File: config.mk
export PLATFORM = sky130hd
export DESIGN_NAME = t2_irq_ctrl
export DESIGN_NICKNAME = d
export VERILOG_FILES = /design/src/rtl/t2_irq_pkg.sv /design/src/rtl/t2_fall_detect.sv /design/src/rtl/t2_sfr_decode.sv /design/src/rtl/t2_ctl_bit.sv /design/src/rtl/t2_irq_ctrl.sv
export SDC_FILE = /design/constraint.sdc
export NUM_CORES = 1
export LEC_CHECK = 0
export BUFFER_PORTS_ARGS = -buffer_cell sky130_fd_sc_hd__buf_2
export CAP_MARGIN = 20
export CORE_MARGIN = 4
export CORE_UTILIZATION = 30
export DETAILED_ROUTE_END_ITERATION = 7
export PLACE_DENSITY = 0.63
export SLEW_MARGIN = 20
export SYNTH_ARGS = -nofsm -noshare
export SYNTH_HDL_FRONTEND = slang
export SYNTH_SLANG_ARGS = --single-unit
File: constraint.sdc
create_clock -name clk -period 2.3 [get_ports clk]
set_clock_uncertainty 0.2 [all_clocks]
set_input_delay 0.575 -clock clk [delete_from_list [all_inputs] [get_ports clk]]
set_output_delay 0.575 -clock clk [all_outputs]
set_load 0.01 [all_outputs]
File: src/rtl/t2_irq_pkg.sv
package t2_irq_pkg;
  localparam int unsigned CTL_W     = 8;
  localparam int unsigned B_OVF     = 7;
  localparam int unsigned B_EXT     = 6;
  localparam int unsigned B_RXCLK   = 5;
  localparam int unsigned B_TXCLK   = 4;
  localparam int unsigned B_EXTEN   = 3;
  localparam logic [7:0]  CTL_ADDR  = 8'hC8;
  localparam logic [7:0]  BIT_BASE  = 8'hC8;
endpackage

File: src/rtl/t2_fall_detect.sv
module t2_fall_detect (
  input  logic clk,
  input  logic rst_n,
  input  logic pin_i,
  output logic fall_o
);
  logic prev_q;
  logic prev_d;

  always_comb begin
    prev_d = pin_i;
    fall_o = prev_q & ~pin_i;
  end

  always_ff @(posedge clk or negedge rst_n) begin
    if (!rst_n) prev_q <= 1'b0;
    else        prev_q <= prev_d;
  end
endmodule

File: src/rtl/t2_sfr_decode.sv
module t2_sfr_decode #(
  parameter int unsigned ADDR_W = 8,
  parameter int unsigned REG_W  = 8,
  parameter logic [ADDR_W-1:0] REG_ADDR = 8'hC8,
  parameter logic [ADDR_W-1:0] BIT_ADDR = 8'hC8
) (
  input  logic              wr_i,
  input  logic              bit_i,
  input  logic [ADDR_W-1:0] addr_i,
  input  logic [REG_W-1:0]  wdata_i,
  input  logic [REG_W-1:0]  cur_i,
  output logic [REG_W-1:0]  we_o,
  output logic [REG_W-1:0]  wval_o,
  output logic [REG_W-1:0]  rdata_o
);
  localparam int unsigned IDX_W = $clog2(REG_W);

  logic byte_hit;
  logic bit_hit;
  logic [IDX_W-1:0] idx;

  always_comb begin
    byte_hit = !bit_i && (addr_i == REG_ADDR);
    bit_hit  = bit_i && (addr_i[ADDR_W-1:IDX_W] == BIT_ADDR[ADDR_W-1:IDX_W]);
    idx      = addr_i[IDX_W-1:0];
  end

  for (genvar g = 0; g < REG_W; g++) begin : g_lane
    always_comb begin
      we_o[g]   = wr_i && (byte_hit || (bit_hit && (idx == IDX_W'(g))));
      wval_o[g] = byte_hit ? wdata_i[g] : wdata_i[0];
    end
  end

  always_comb begin
    rdata_o = '0;
    if (byte_hit)     rdata_o = cur_i;
    else if (bit_hit) rdata_o[0] = cur_i[idx];
  end
endmodule

File: src/rtl/t2_ctl_bit.sv
module t2_ctl_bit (
  input  logic clk,
  input  logic rst_n,
  input  logic hw_set_i,
  input  logic sw_we_i,
  input  logic sw_val_i,
  output logic q_o
);
  logic d;

  always_comb begin
    d = q_o;
    if (sw_we_i)  d = sw_val_i;
    if (hw_set_i) d = 1'b1;
  end

  always_ff @(posedge clk or negedge rst_n) begin
    if (!rst_n) q_o <= 1'b0;
    else        q_o <= d;
  end
endmodule

File: src/rtl/t2_irq_ctrl.sv
module t2_irq_ctrl
  import t2_irq_pkg::*;
(
  input  logic       clk,
  input  logic       rst_n,
  input  logic       ovf_pulse_i,
  input  logic       capt_evt_i,
  input  logic       ext_pin_i,
  input  logic       updown_en_i,
  input  logic       sfr_wr_i,
  input  logic       sfr_bit_i,
  input  logic [7:0] sfr_addr_i,
  input  logic [7:0] sfr_wdata_i,
  output logic [7:0] sfr_rdata_o,
  output logic       irq_o
);
  logic [CTL_W-1:0] ctl_q;
  logic [CTL_W-1:0] sw_we;
  logic [CTL_W-1:0] sw_val;
  logic [CTL_W-1:0] hw_set;
  logic             pin_fall;
  logic             irq_d;

  t2_fall_detect u_fall (
    .clk    (clk),
    .rst_n  (rst_n),
    .pin_i  (ext_pin_i),
    .fall_o (pin_fall)
  );

  t2_sfr_decode #(
    .ADDR_W   (8),
    .REG_W    (CTL_W),
    .REG_ADDR (CTL_ADDR),
    .BIT_ADDR (BIT_BASE)
  ) u_dec (
    .wr_i    (sfr_wr_i),
    .bit_i   (sfr_bit_i),
    .addr_i  (sfr_addr_i),
    .wdata_i (sfr_wdata_i),
    .cur_i   (ctl_q),
    .we_o    (sw_we),
    .wval_o  (sw_val),
    .rdata_o (sfr_rdata_o)
  );

  // Hardware set sources: only the two flag bits have one.
  always_comb begin
    hw_set        = '0;
    hw_set[B_OVF] = ovf_pulse_i & ~ctl_q[B_RXCLK] & ~ctl_q[B_TXCLK];
    hw_set[B_EXT] = ctl_q[B_EXTEN] & (pin_fall | capt_evt_i);
  end

  for (genvar g = 0; g < CTL_W; g++) begin : g_bit
    t2_ctl_bit u_bit (
      .clk      (clk),
      .rst_n    (rst_n),
      .hw_set_i (hw_set[g]),
      .sw_we_i  (sw_we[g]),
      .sw_val_i (sw_val[g]),
      .q_o      (ctl_q[g])
    );
  end

  always_comb begin
    irq_d = ctl_q[B_OVF] | (ctl_q[B_EXT] & ~updown_en_i);
  end

  always_ff @(posedge clk or negedge rst_n) begin
    if (!rst_n) irq_o <= 1'b0;
    else        irq_o <= irq_d;
  end
endmodule

==> impl.org, run 1 <==
** CTS
- Clock transition at path regs :: 0.07 ns
- Counting along the longest clock path gives a buffer depth of 2.
- TritonCTS built the clock tree.
- At the later pin of the worst-skew pair, clock insertion delay measures 0.27 ns.
- Clk sink count :: 10
- Clock buffers created by TritonCTS :: 3
- CTS placed an instance of sky130_fd_sc_hd__clkbuf_4 at the clock tree root.
- In this run the number of H-tree levels came out at 1.

** Worst setup path
- Critical Setup Path Class :: input port to output pin
- Nature of the critical path startpoint :: input port
- The worst setup path is captured at an output pin.
- Critical-path maximum fanout :: 3
- The worst register-to-register path has a setup slack of 1.19 ns.
- Data arrival time at the worst-slack endpoint :: 1.83 ns
- STA puts the critical path data required time at 1.52 ns.

** Logic synthesis
- Mean post-synth cell area :: 9.19 sq um
- Synthesis produced 82 cells.
- Unique cell type count in the Yosys netlist :: 36
- Post-synthesis async set-or-reset flop share :: 1.00
- During synthesis, Yosys emitted a total of 0 warnings.
- Summing every instance area after synthesis gives 753 sq um.
- Top FF cell, synth :: sky130_fd_sc_hd__dfrtp_1
- Synth Net Count :: 106
- Ranking of synthesized cells by area :: sky130_fd_sc_hd__dfrtp_1, sky130_fd_sc_hd__mux4_2, sky130_fd_sc_hd__and2_1
- In the post-synthesis netlist, the cell with the most instances is sky130_fd_sc_hd__dfrtp_1.
- Number of synthesized flops with an enable pin :: 0
- The commonest cells after synthesis are sky130_fd_sc_hd__dfrtp_1, sky130_fd_sc_hd__a21oi_1, sky130_fd_sc_hd__and2_1, sky130_fd_sc_hd__nor4_1.
- Of the post-synthesis cell area, the dominant cell type holds 0.332.
- The synthesized design contains 10 register bits.
- The share of the Yosys chip area taken by registers is 0.332.
- The biggest area contributor in the post-synthesis netlist is sky130_fd_sc_hd__dfrtp_1.

** Timing
- After routing, the total negative slack on setup checks comes to -1.99 ns.
- FMAX :: 383 MHz
- For the pin with the worst max-slew slack, the measured transition is 0.472 ns.
- Setup repair after global routing missed its margin :: yes
- The hold violation count in the final report is 0.
- Final worst path period share :: 1.13
- Hold is met by 0.226 ns.
- Headroom to the max-slew limit came out at 0.683.
- Post-route setup slack :: -0.308 ns
- Fin. max-slew vios :: 0
- Subtracting the final worst setup slack from the clock period gives 2.61 ns.
- Setup violations remaining at the end of the flow were counted as 8.

** Cells and area
- Finished Core Util :: 0.522
- Relative to the synthesized area, the layout overhead comes to 59.3%.
- At the end of the flow, the number of nets in the layout was 159.
- Fraction of layout cells with a size suffix above 1 :: 0.493
- Number of filler cells placed in the layout :: 229
- Final instance count without filler cells :: 162
- The number of antenna diodes in the final layout is 0.

** Place
- Routability-driven placement finished with a final weighted congestion of 0.840.
- Number of input and output port buffers inserted :: 32
- Including well taps, the total number of placed cells is 155.
- Sum of net half-perimeters after detailed placement :: 1.81 mm

** Detailed routing
- Antenna Violating Nets Remaining :: 0
- Met3 wire length :: 91 um
- Initial drt markers :: 13
- Sum of routed wire length over all layers :: 2.32 mm
- Vias per Instance :: 5.19
- Met1 routed wirelength after detailed routing :: 942 um
- In this run the top signal layer used is met4.
- The first TritonRoute pass finished after 4 iterations.
- The detailed router placed 840 vias in this run.
- Routed length on met2 :: 1.25 mm
- After detailed routing, the average wire length per cell comes to 14.3 um.
- For this run, design rule violations remaining after detail routing come to 0.

** Global route
- Antenna violations before repair :: 0
- Via count of the first global-routing pass :: 824
- For this run the aggregate overflow at the end of global routing stands at 0.
- The first global-routing pass estimated 3.71 mm of wire.
- Entering global routing, the biggest net connects 14 pins.
- For this run, the total global-route usage over all layers was measured as 0.146.

** Flow run
- The tool flagged a number of max-cap violations equal to 0.

** Floorplan
- The floorplan step defined a die boundary enclosing 3380 sq um.
- I/O pin total :: 33
- Die extent in y :: 58.1 um
- Total number of placement rows :: 17
- Initial core utilization :: 0.328
- After floorplanning, the core was sized to cover 2300 sq um.
- Measured along the x axis, the die boundary spans 58.1 um.

** Pwr
- The worst-case IR drop observed on VDD is 0.375 mV.
- In this run the power density over the cells is 462 nW/um^2.
- Leakage :: 0.000587 uW

** Min path
- Classification of the worst-slack hold path :: input port to flop

** Outcome
- The checks that failed: negative setup slack.
- The flow ran to the end, but the final reports show violations.
cells by family after synthesis:
family / after synthesis / synth area share
compound gates: 20 / 0.174
xor+xnor: 3 / 0.0349
buf+inv: 9 / 0.0465
flops: 10 / 0.332
mux: 7 / 0.130
simple gates: 33 / 0.282
power breakdown:
part | switching, uW | internal (uW) | total, uW
registers | 14.6 | 205 | 219
clock network | 62.1 | 96.2 | 158
logic | 77.7 | 98.8 | 176
total | 154 | 400 | 554
cell type report:
class | count | area, sq um | share of cell area
Tap cell | 28 | 35.0 | 0.0292
Inverter | 4 | 15.0 | 0.0125
Multi-Input combinational cell | 63 | 495 | 0.413
Timing Repair Buffer | 53 | 368 | 0.307
Sequential cell | 10 | 250 | 0.209
Clock buffer | 4 | 36.3 | 0.0302
worst paths after layout:
kind,endpoint,startpoint,depth (start not counted)
max,sfr_rdata_o[0],sfr_addr_i[1],5
max in group asynchronous,g_bit[4].u_bit.q_o$_DFFE_PN0P_,rst_n,2
min reg2reg,g_bit[2].u_bit.q_o$_DFFE_PN0P_,g_bit[2].u_bit.q_o$_DFFE_PN0P_,2
max reg2reg,g_bit[7].u_bit.q_o$_DFFE_PN0P_,g_bit[4].u_bit.q_o$_DFFE_PN0P_,4
min in group asynchronous,irq_o$_DFF_PN0_,rst_n,2
min,u_fall.prev_q$_DFF_PN0_,ext_pin_i,1
metrics by stage:
step	power (uW)	cell area (sq um)	setup WS (ns)
after floorplan	300	766	-0.0789
final	554	1200	-0.308
after global placement	386	1080	-0.322
after CTS	554	1150	-0.314
after detailed placement	392	1080	-0.338
after global routing	589	1200	-0.342
registers in the layout (all words and copies together), names as in the netlist:
| signal | cells |
|---|---|
| irq_o | 1 |
| g_bit.u_bit.q_o | 8 |
| u_fall.prev_q | 1 |
layout by cell type (no fill, tap or decap), types with 3 or more instances in the layout:
cell type,synthesis,final
sky130_fd_sc_hd__nor4_1,6,5
sky130_fd_sc_hd__xor2_1,3,3
sky130_fd_sc_hd__buf_6,0,6
sky130_fd_sc_hd__a21oi_1,7,7
sky130_fd_sc_hd__and2_1,6,4
sky130_fd_sc_hd__mux2i_1,3,3
sky130_fd_sc_hd__dfrtp_1,10,10
sky130_fd_sc_hd__inv_1,4,4
sky130_fd_sc_hd__buf_4,0,18
sky130_fd_sc_hd__clkbuf_4,0,3
sky130_fd_sc_hd__nor2_1,4,4
sky130_fd_sc_hd__buf_2,1,27
metal layers:
metal / global-route usage / vias to the layer above
met1: 0.180 / 393
met5: 0 / -
li1: - / 421
met3: 0.0356 / 4
met4: 0.0530 / 0
met2: 0.247 / 22
timing repair:
item	4_1_cts	5_1_grt
buffers inserted	1	1
pin swaps	2	1
hold buffers	1	0
endpoints found under the setup margin	8	8
hold endpoints to repair	10	0
gates resized for setup	3	9
critical path: stages:
cell and delay [ns]:
sky130_fd_sc_hd__buf_2 0.12, sky130_fd_sc_hd__mux4_2 0.48, sky130_fd_sc_hd__mux2_2 0.27, sky130_fd_sc_hd__a32o_2 0.25, sky130_fd_sc_hd__buf_2 0.14
Note: power is estimated with default switching activity, not from simulation.
==> run 2, diff against run 1 <==
--- a/config.mk
+++ b/config.mk
@@ -5,12 +5,14 @@
 export SDC_FILE = /design/constraint.sdc
 export NUM_CORES = 1
 export LEC_CHECK = 0
+export ABC_CLOCK_PERIOD_IN_PS = 2300
 export BUFFER_PORTS_ARGS = -buffer_cell sky130_fd_sc_hd__buf_2
 export CAP_MARGIN = 20
 export CORE_MARGIN = 4
 export CORE_UTILIZATION = 30
 export DETAILED_ROUTE_END_ITERATION = 7
 export PLACE_DENSITY = 0.63
+export SETUP_SLACK_MARGIN = 0.5
 export SLEW_MARGIN = 20
 export SYNTH_ARGS = -nofsm -noshare
 export SYNTH_HDL_FRONTEND = slang
==> run 2 against run 1 <==
Compared with the run above:
- the run still ends with negative setup slack left
- routed wire length increased by 0.39%
- sequential power increased by 2%
- die area stayed put
- worst setup slack better by 0.031 ns
- clock-buffer cell count stayed put
- sequential share of layout area fell by 0.49 points
- highest routed layer unchanged
- critical path depth did not move
- first-iteration DRC count rose by 31%
- critical path type unchanged
- design area increased by 2.4%
==> impl.org, run 2 (synthesis results as in run 1) <==
** Outcome
- Result of the run :: finished, violations left
- Failing checks :: negative setup slack

** Floorplan
- Total number of placement rows :: 17
- Die extent in y :: 58.1 um
- I/O pin total :: 33
- For this configuration, the core starts out at a cell density of 0.328.
- Full die area :: 3380 sq um
- Core area :: 2300 sq um
- Width of the die :: 58.1 um

** Global route
- Global routing met2 resource utilization :: 0.244
- Global routing finished with a remaining overflow of 0.
- GRT Resource Usage Total :: 0.144
- For met3 alone, demand over resource in global routing was 0.0423.
- Maximum number of pins on one net before global-route repair :: 14
- The via count of the first global-routing pass was 888.
- After global routing, the most crowded layer is met2.
- The initial antenna violation count was 0.
- The first global-routing pass estimated 3.76 mm of wire.
- Met1 track demand over resource in global routing :: 0.179

** Cells and area
- In the final layout, the share of cells above drive strength 1 is 0.526.
- Ant diodes :: 0
- Area growth syn-to-layout :: 63.1%
- The library cell used most frequently in the layout, excluding fill and tap cells, is sky130_fd_sc_hd__buf_2.
- The top cell types in the final layout, fill and taps aside, are sky130_fd_sc_hd__buf_2, sky130_fd_sc_hd__buf_4, sky130_fd_sc_hd__dfrtp_1, sky130_fd_sc_hd__and2_1.
- In the final design database the tool counted 158 nets.
- Most flops, register :: g_bit.u_bit.q_o
- Flip-flop count of the largest register after layout :: 8
- In the final layout, the registers with the most flip-flops are g_bit.u_bit.q_o (8), irq_o (1), u_fall.prev_q (1).

** CTS
- TritonCTS built the clock tree.
- Depth of the CTS H-tree :: 1
- The root buffer cell chosen for the clock tree is sky130_fd_sc_hd__clkbuf_4.
- Clock tree synthesis inserted a total of 3 buffers.
- The longest clock path from root to sink contains 2 buffers.
- Clk sink count :: 10
- After clock tree synthesis, the clock-pin slew on the worst setup and hold paths is 0.06 ns.
- Insertion delay of the later-clocked pin in the worst-skew pair :: 0.27 ns

** Timing
- In the finished design, the share of the clock period the worst path needs comes to 1.12.
- Measured slew at the worst slew-check pin :: 0.416 ns
- Setup slack on the critical path of the routed design comes to -0.277 ns.
- The total count of max-transition violations in the final report came to 0.
- Hold Vio Cnt, Final :: 0
- Fin Hold WS :: 0.232 ns
- Setup repair after global routing missed its margin :: yes
- Max transition margin :: 0.720
- Setup-violating endpoint count in the final report :: 8
- The routed design could run at a clock period as short as 2.58 ns.
- Static timing analysis puts the maximum clock frequency at 388 MHz.

** Worst setup path
- Critical-path maximum fanout :: 4
- The critical path goes through buf_4, mux4_2, mux2_4, a32o_1, buf_2.
- The setup check on the worst reg-to-reg path leaves a slack of 1.13 ns.
- CP required :: 1.52 ns
- For this run, the slowest stage of the critical path takes 0.48 ns.
- Nature of the critical path startpoint :: input port
- Standard cell with the maximum stage delay on the critical path :: sky130_fd_sc_hd__mux4_2
- At the worst endpoint, the arrival time is 1.80 ns.
- Critical Setup Path Class :: input port to output pin
- CP Capture Type :: output pin

** Flow run
- Max-cap viol count :: 0

** Detailed routing
- The count of nets left with antenna violations once routing finished came out at 0.
- For this block, the via count after detailed routing is 845.
- Total iterations of the first detailed-routing run :: 4
- Vias per Instance :: 5.25
- Sum of routed wire length over all layers :: 2.33 mm
- After detailed routing, the average wire length per cell comes to 14.4 um.
- In this run, the number of DRC markers left after iteration 0 of detailed routing was 17.
- In the routed design, unresolved DRC markers number 0.

** Place
- Number of input and output port buffers inserted :: 32
- Once detailed placement completed, the half-perimeter wirelength came to 1.86 mm.
- Setup Slack @ Placement :: -0.342 ns
- Routability congestion estimate :: 0.878

** Min path
- In this run the worst hold path is classified as input port to flop.

** Pwr
- Cell Pwr Density :: 454 nW/um^2
- Worst vdd rail ir drop :: 0.509 mV
- In this run the static leakage power is 0.000590 uW.
==> run 2: layout make-up <==
| cell class | instances | area (sq um) |
|---|---|---|
| repair buffers | 52 | 344 |
| multi-input cells | 63 | 548 |
| clock buffers | 4 | 36.3 |
| well taps | 28 | 35.0 |
| flip-flops and latches | 10 | 250 |
| inverters | 4 | 15.0 |
| fillers | 226 | 1070 |
==> run 2: worst paths after layout <==
check                                                from                             end  depth (start not counted)
min reg2reg                g_bit[7].u_bit.q_o$_DFFE_PN0P_                 irq_o$_DFF_PN0_                          1
max                                         sfr_addr_i[1]                  sfr_rdata_o[0]                          5
max in group asynchronous                           rst_n  g_bit[0].u_bit.q_o$_DFFE_PN0P_                          2
min                                             ext_pin_i         u_fall.prev_q$_DFF_PN0_                          1
min in group asynchronous                           rst_n  g_bit[3].u_bit.q_o$_DFFE_PN0P_                          2
max reg2reg                g_bit[5].u_bit.q_o$_DFFE_PN0P_  g_bit[7].u_bit.q_o$_DFFE_PN0P_                          4
==> run 2: timing repair <==
action | CTS | global route
endpoints found under the hold margin | 10 | 0
setup endpoints to repair | 15 | 15
resized for setup | 7 | 7
buffers inserted | 1 | 2
pin swaps | 3 | 1
hold buffers | 1 | 0
==> run 2: critical path, delay by kind of cell <==
| kind | cells | cell delay (ns) |
|---|---|---|
| buffers and inverters | 2 | 0.24 |
| muxes | 2 | 0.76 |
| AOI/OAI and AO/OA | 1 | 0.21 |
==> run 2: report_power, final <==
group,switching [uW],internal [uW]
clock,63.1,96.2
sequential,18.7,205
combinational,80.3,94.8
total,162,396
==> run 2: stage by stage <==
step | instances | total power [uW] | setup TNS [ns] | util | area, sq um
2_1_floorplan | 82 | 302 | -0.546 | - | 787
3_3_place_gp | 153 | 382 | -2.58 | 0.474 | 1090
3_5_place_dp | 153 | 387 | -2.50 | 0.474 | 1090
4_1_cts | 159 | 556 | -2.18 | 0.510 | 1170
5_1_grt | 161 | 592 | -2.44 | 0.535 | 1230
6_report | 161 | 558 | -2.04 | 0.535 | 1230
==> run 2: metal layers <==
metal,vias to the layer above,share of wire
met4,0,0.011
met3,4,0.049
met2,22,0.50
met1,404,0.44
li1,415,-
met5,-,0
==> run 3, diff against run 2 <==
--- a/config.mk
+++ b/config.mk
@@ -9,9 +9,9 @@
 export BUFFER_PORTS_ARGS = -buffer_cell sky130_fd_sc_hd__buf_2
 export CAP_MARGIN = 20
 export CORE_MARGIN = 4
-export CORE_UTILIZATION = 30
+export CORE_UTILIZATION = 35
 export DETAILED_ROUTE_END_ITERATION = 7
-export PLACE_DENSITY = 0.63
+export PLACE_DENSITY = 0.7
 export SETUP_SLACK_MARGIN = 0.5
 export SLEW_MARGIN = 20
 export SYNTH_ARGS = -nofsm -noshare
==> run 3 against run 2 <==
Compared with the run above:
- the run still ends with negative setup slack left
- global-route usage rose by 5.0 points
- worst setup slack improved by 0.0090 ns
- cell count did not move
- largest power group unchanged
- critical path type unchanged
==> impl.org, run 3 (synthesis results as in run 1) <==
** Pwr
- The worst-case IR drop observed on VDD is 0.378 mV.
- For this design the ratio of total power to cell area is 431 nW/um^2.
- For this design the static power due to leakage is 0.000599 uW.

** Min path
- Classification of the worst-slack hold path :: input port to flop
- Along the worst hold path, the cell count comes to 1.

** Timing
- Setup-violating endpoint count in the final report :: 8
- Setup total negative slack :: -1.96 ns
- Setup repair after global routing missed its margin :: yes
- Max transition margin :: 0.774
- For the pin with the worst max-slew slack, the measured transition is 0.336 ns.
- Hold Vio Cnt, Final :: 0
- The total count of max-transition violations in the final report is 0.
- After layout, the worst setup slack is -0.269 ns.
- In the finished design, the share of the clock period the worst path needs comes to 1.12.
- Final critical path time including I/O delays and setup :: 2.57 ns
- FMAX :: 389 MHz

** CTS
- Clock tree root driver cell :: sky130_fd_sc_hd__clkbuf_4
- Clock-pin slew was measured on the worst setup and hold paths at 0.06 ns.
- TritonCTS built the clock tree.
- Clk buf depth :: 2
- Clock buffers created by TritonCTS :: 3
- Clk sink count :: 10
- Depth of the CTS H-tree :: 1
- The clock reaches the later pin of the worst-skew pair after 0.26 ns.

** Worst setup path
- CP Capture Type :: output pin
- Of all nets on the critical path, the largest fanout is 11.
- At the worst endpoint, the required time is 1.52 ns.
- On the critical path, the stage with the largest delay is an instance of sky130_fd_sc_hd__or4_4.
- The worst register-to-register path has a depth of 4.
- Critical Setup Path Class :: input port to output pin
- Nature of the critical path startpoint :: input port
- Data on the critical path arrives at its endpoint at 1.79 ns.
- For this run, the slowest stage of the critical path takes 0.56 ns.
- The signal on the critical path passes through buf_6, or4_4, nor3_4, buf_12, and2_1, buf_2.

** Cells and area
- The multi-input combinational cells in the finished layout cover a total of 563 sq um.
- In the final layout, the share of cells above drive strength 1 is 0.545.
- The largest registers in the layout are g_bit.u_bit.q_o (8), irq_o (1), u_fall.prev_q (1).
- 0 antenna diodes ended up in the layout.
- After the last flow step, the layout net total stands at 160.
- The sequential cells in the finished layout cover a total of 250 sq um.
- Relative to the synthesized area, the layout overhead comes to 66.9%.
- Leaving out fill and tap cells, the most frequent cell in the layout is sky130_fd_sc_hd__buf_2.
- The finished cells cover 1260 sq um.
- The finished layout holds 161 standard cells, fillers aside.
- Ranked by flip-flop count, first place goes to g_bit.u_bit.q_o.
- Finished Core Util :: 0.628
- Number of filler cells placed in the layout :: 184
- Flip-flop count of the largest register after layout :: 8
- Top library cells by usage in the layout, fill and taps aside :: sky130_fd_sc_hd__buf_2, sky130_fd_sc_hd__buf_4, sky130_fd_sc_hd__dfrtp_1, sky130_fd_sc_hd__and2_1, sky130_fd_sc_hd__buf_6

** Floorplan
- Full die area :: 2960 sq um
- Measured along the x axis, the die boundary spans 54.4 um.
- For this configuration, the core starts out at a cell density of 0.376.
- Die extent in y :: 54.4 um
- After floorplanning, the core was divided into 16 placement rows.
- Pin placement for this block handled 33 I/O pins.
- Core area :: 2000 sq um

** Outcome
- Result of the run :: finished, violations left
- Failing checks :: negative setup slack

** Global route
- Maximum number of pins on one net before global-route repair :: 14
- Remaining global-route overflow :: 0
- The first global-routing pass estimated 4.02 mm of wire.
- The via count of the first global-routing pass was 875.
- GRT Resource Usage Total :: 0.195
- The initial antenna violation count is 0.

** Detailed routing
- For this run, the detailed router's first-pass iteration total came to 4.
- The final route contains 895 vias.
- The count of nets left with antenna violations once routing finished came out at 0.
- In the routed layout, each cell is associated on average with a via count of 5.56.
- Sum of routed wire length over all layers :: 2.59 mm
- Mean routed wirelength per cell :: 16.1 um
- After detailed routing, the number of remaining DRC violations is 0.
- The first routing iteration left 10 violations.

** Place
- Routability congestion estimate :: 0.824
- Before CTS, the worst setup slack after placement is -0.327 ns.
- Sum of net half-perimeters after detailed placement :: 1.80 mm
- Once placement completed, the tool counted placed cells totaling 154.
- Number of input and output port buffers inserted :: 32
- Summing all placed instances gives a cell area of 1100 sq um.

** Flow run
- Max-cap violations in this run came to 0.
run 3: changes by cell type in the layout (fill, tap and decap cells not counted):
cell / change
sky130_fd_sc_hd__clkbuf_8: -1
sky130_fd_sc_hd__buf_6: +3
sky130_fd_sc_hd__buf_2: -1
sky130_fd_sc_hd__a21oi_4: +1
sky130_fd_sc_hd__a21oi_2: +1
sky130_fd_sc_hd__a21oi_1: -2
run 3: area by class of cell:
cell class | count | share of cell area
sequential | 10 | 0.199
multi-input combinational | 63 | 0.448
clock buffer | 3 | 0.0179
timing repair buffer | 54 | 0.297
inverter | 4 | 0.0119
tap | 27 | 0.0269
run 3: repair_timing:
item / in CTS / in global routing
setup endpoints to repair: 15 / 15
resized for setup: 15 / 4
hold buffers: 1 / 0
hold endpoints to repair: 10 / 0
buffers inserted: 2 / 1
pin swaps: 3 / 1
run 3: worst paths after layout:
path / from / to / slack (ns)
hold / removal: ext_pin_i / u_fall.prev_q$_DFF_PN0_ / 0.24
min in group asynchronous: rst_n / g_bit[2].u_bit.q_o$_DFFE_PN0P_ / 0.50
setup reg to reg: g_bit[4].u_bit.q_o$_DFFE_PN0P_ / g_bit[7].u_bit.q_o$_DFFE_PN0P_ / 1.19
setup / recovery: sfr_bit_i / sfr_rdata_o[3] / -0.27
max in group asynchronous: rst_n / g_bit[1].u_bit.q_o$_DFFE_PN0P_ / 1.21
hold reg to reg: g_bit[2].u_bit.q_o$_DFFE_PN0P_ / g_bit[2].u_bit.q_o$_DFFE_PN0P_ / 0.37
run 3: per-stage QoR:
stage / total power (uW) / hold slack, ns
after floorplan: 302 / 0.0794
after global placement: 393 / 0.248
after detailed placement: 401 / 0.244
after CTS: 535 / 0.233
after global routing: 576 / 0.223
final: 542 / 0.235
run 3: where the power goes:
part           switching, uW  total [uW]  internal (uW)
combinational           91.3         201            110
clock                   58.1         118           60.4
sequential              18.3         223            205
run 3: worst max-delay path, delay by kind of cell:
| kind | cells | cell delay, ns |
|---|---|---|
| buf+inv | 3 | 0.36 |
| simple gates | 3 | 0.85 |
run 3: layer usage:
| layer | share of wire | global-route usage | wire length [um] |
|---|---|---|---|
| met3 | 0.058 | 0.0599 | 151 |
| met4 | 0.0081 | 0.0498 | 21 |
| met1 | 0.40 | 0.249 | 1040 |
| met2 | 0.53 | 0.317 | 1370 |
| met5 | 0 | 0 | 0 |
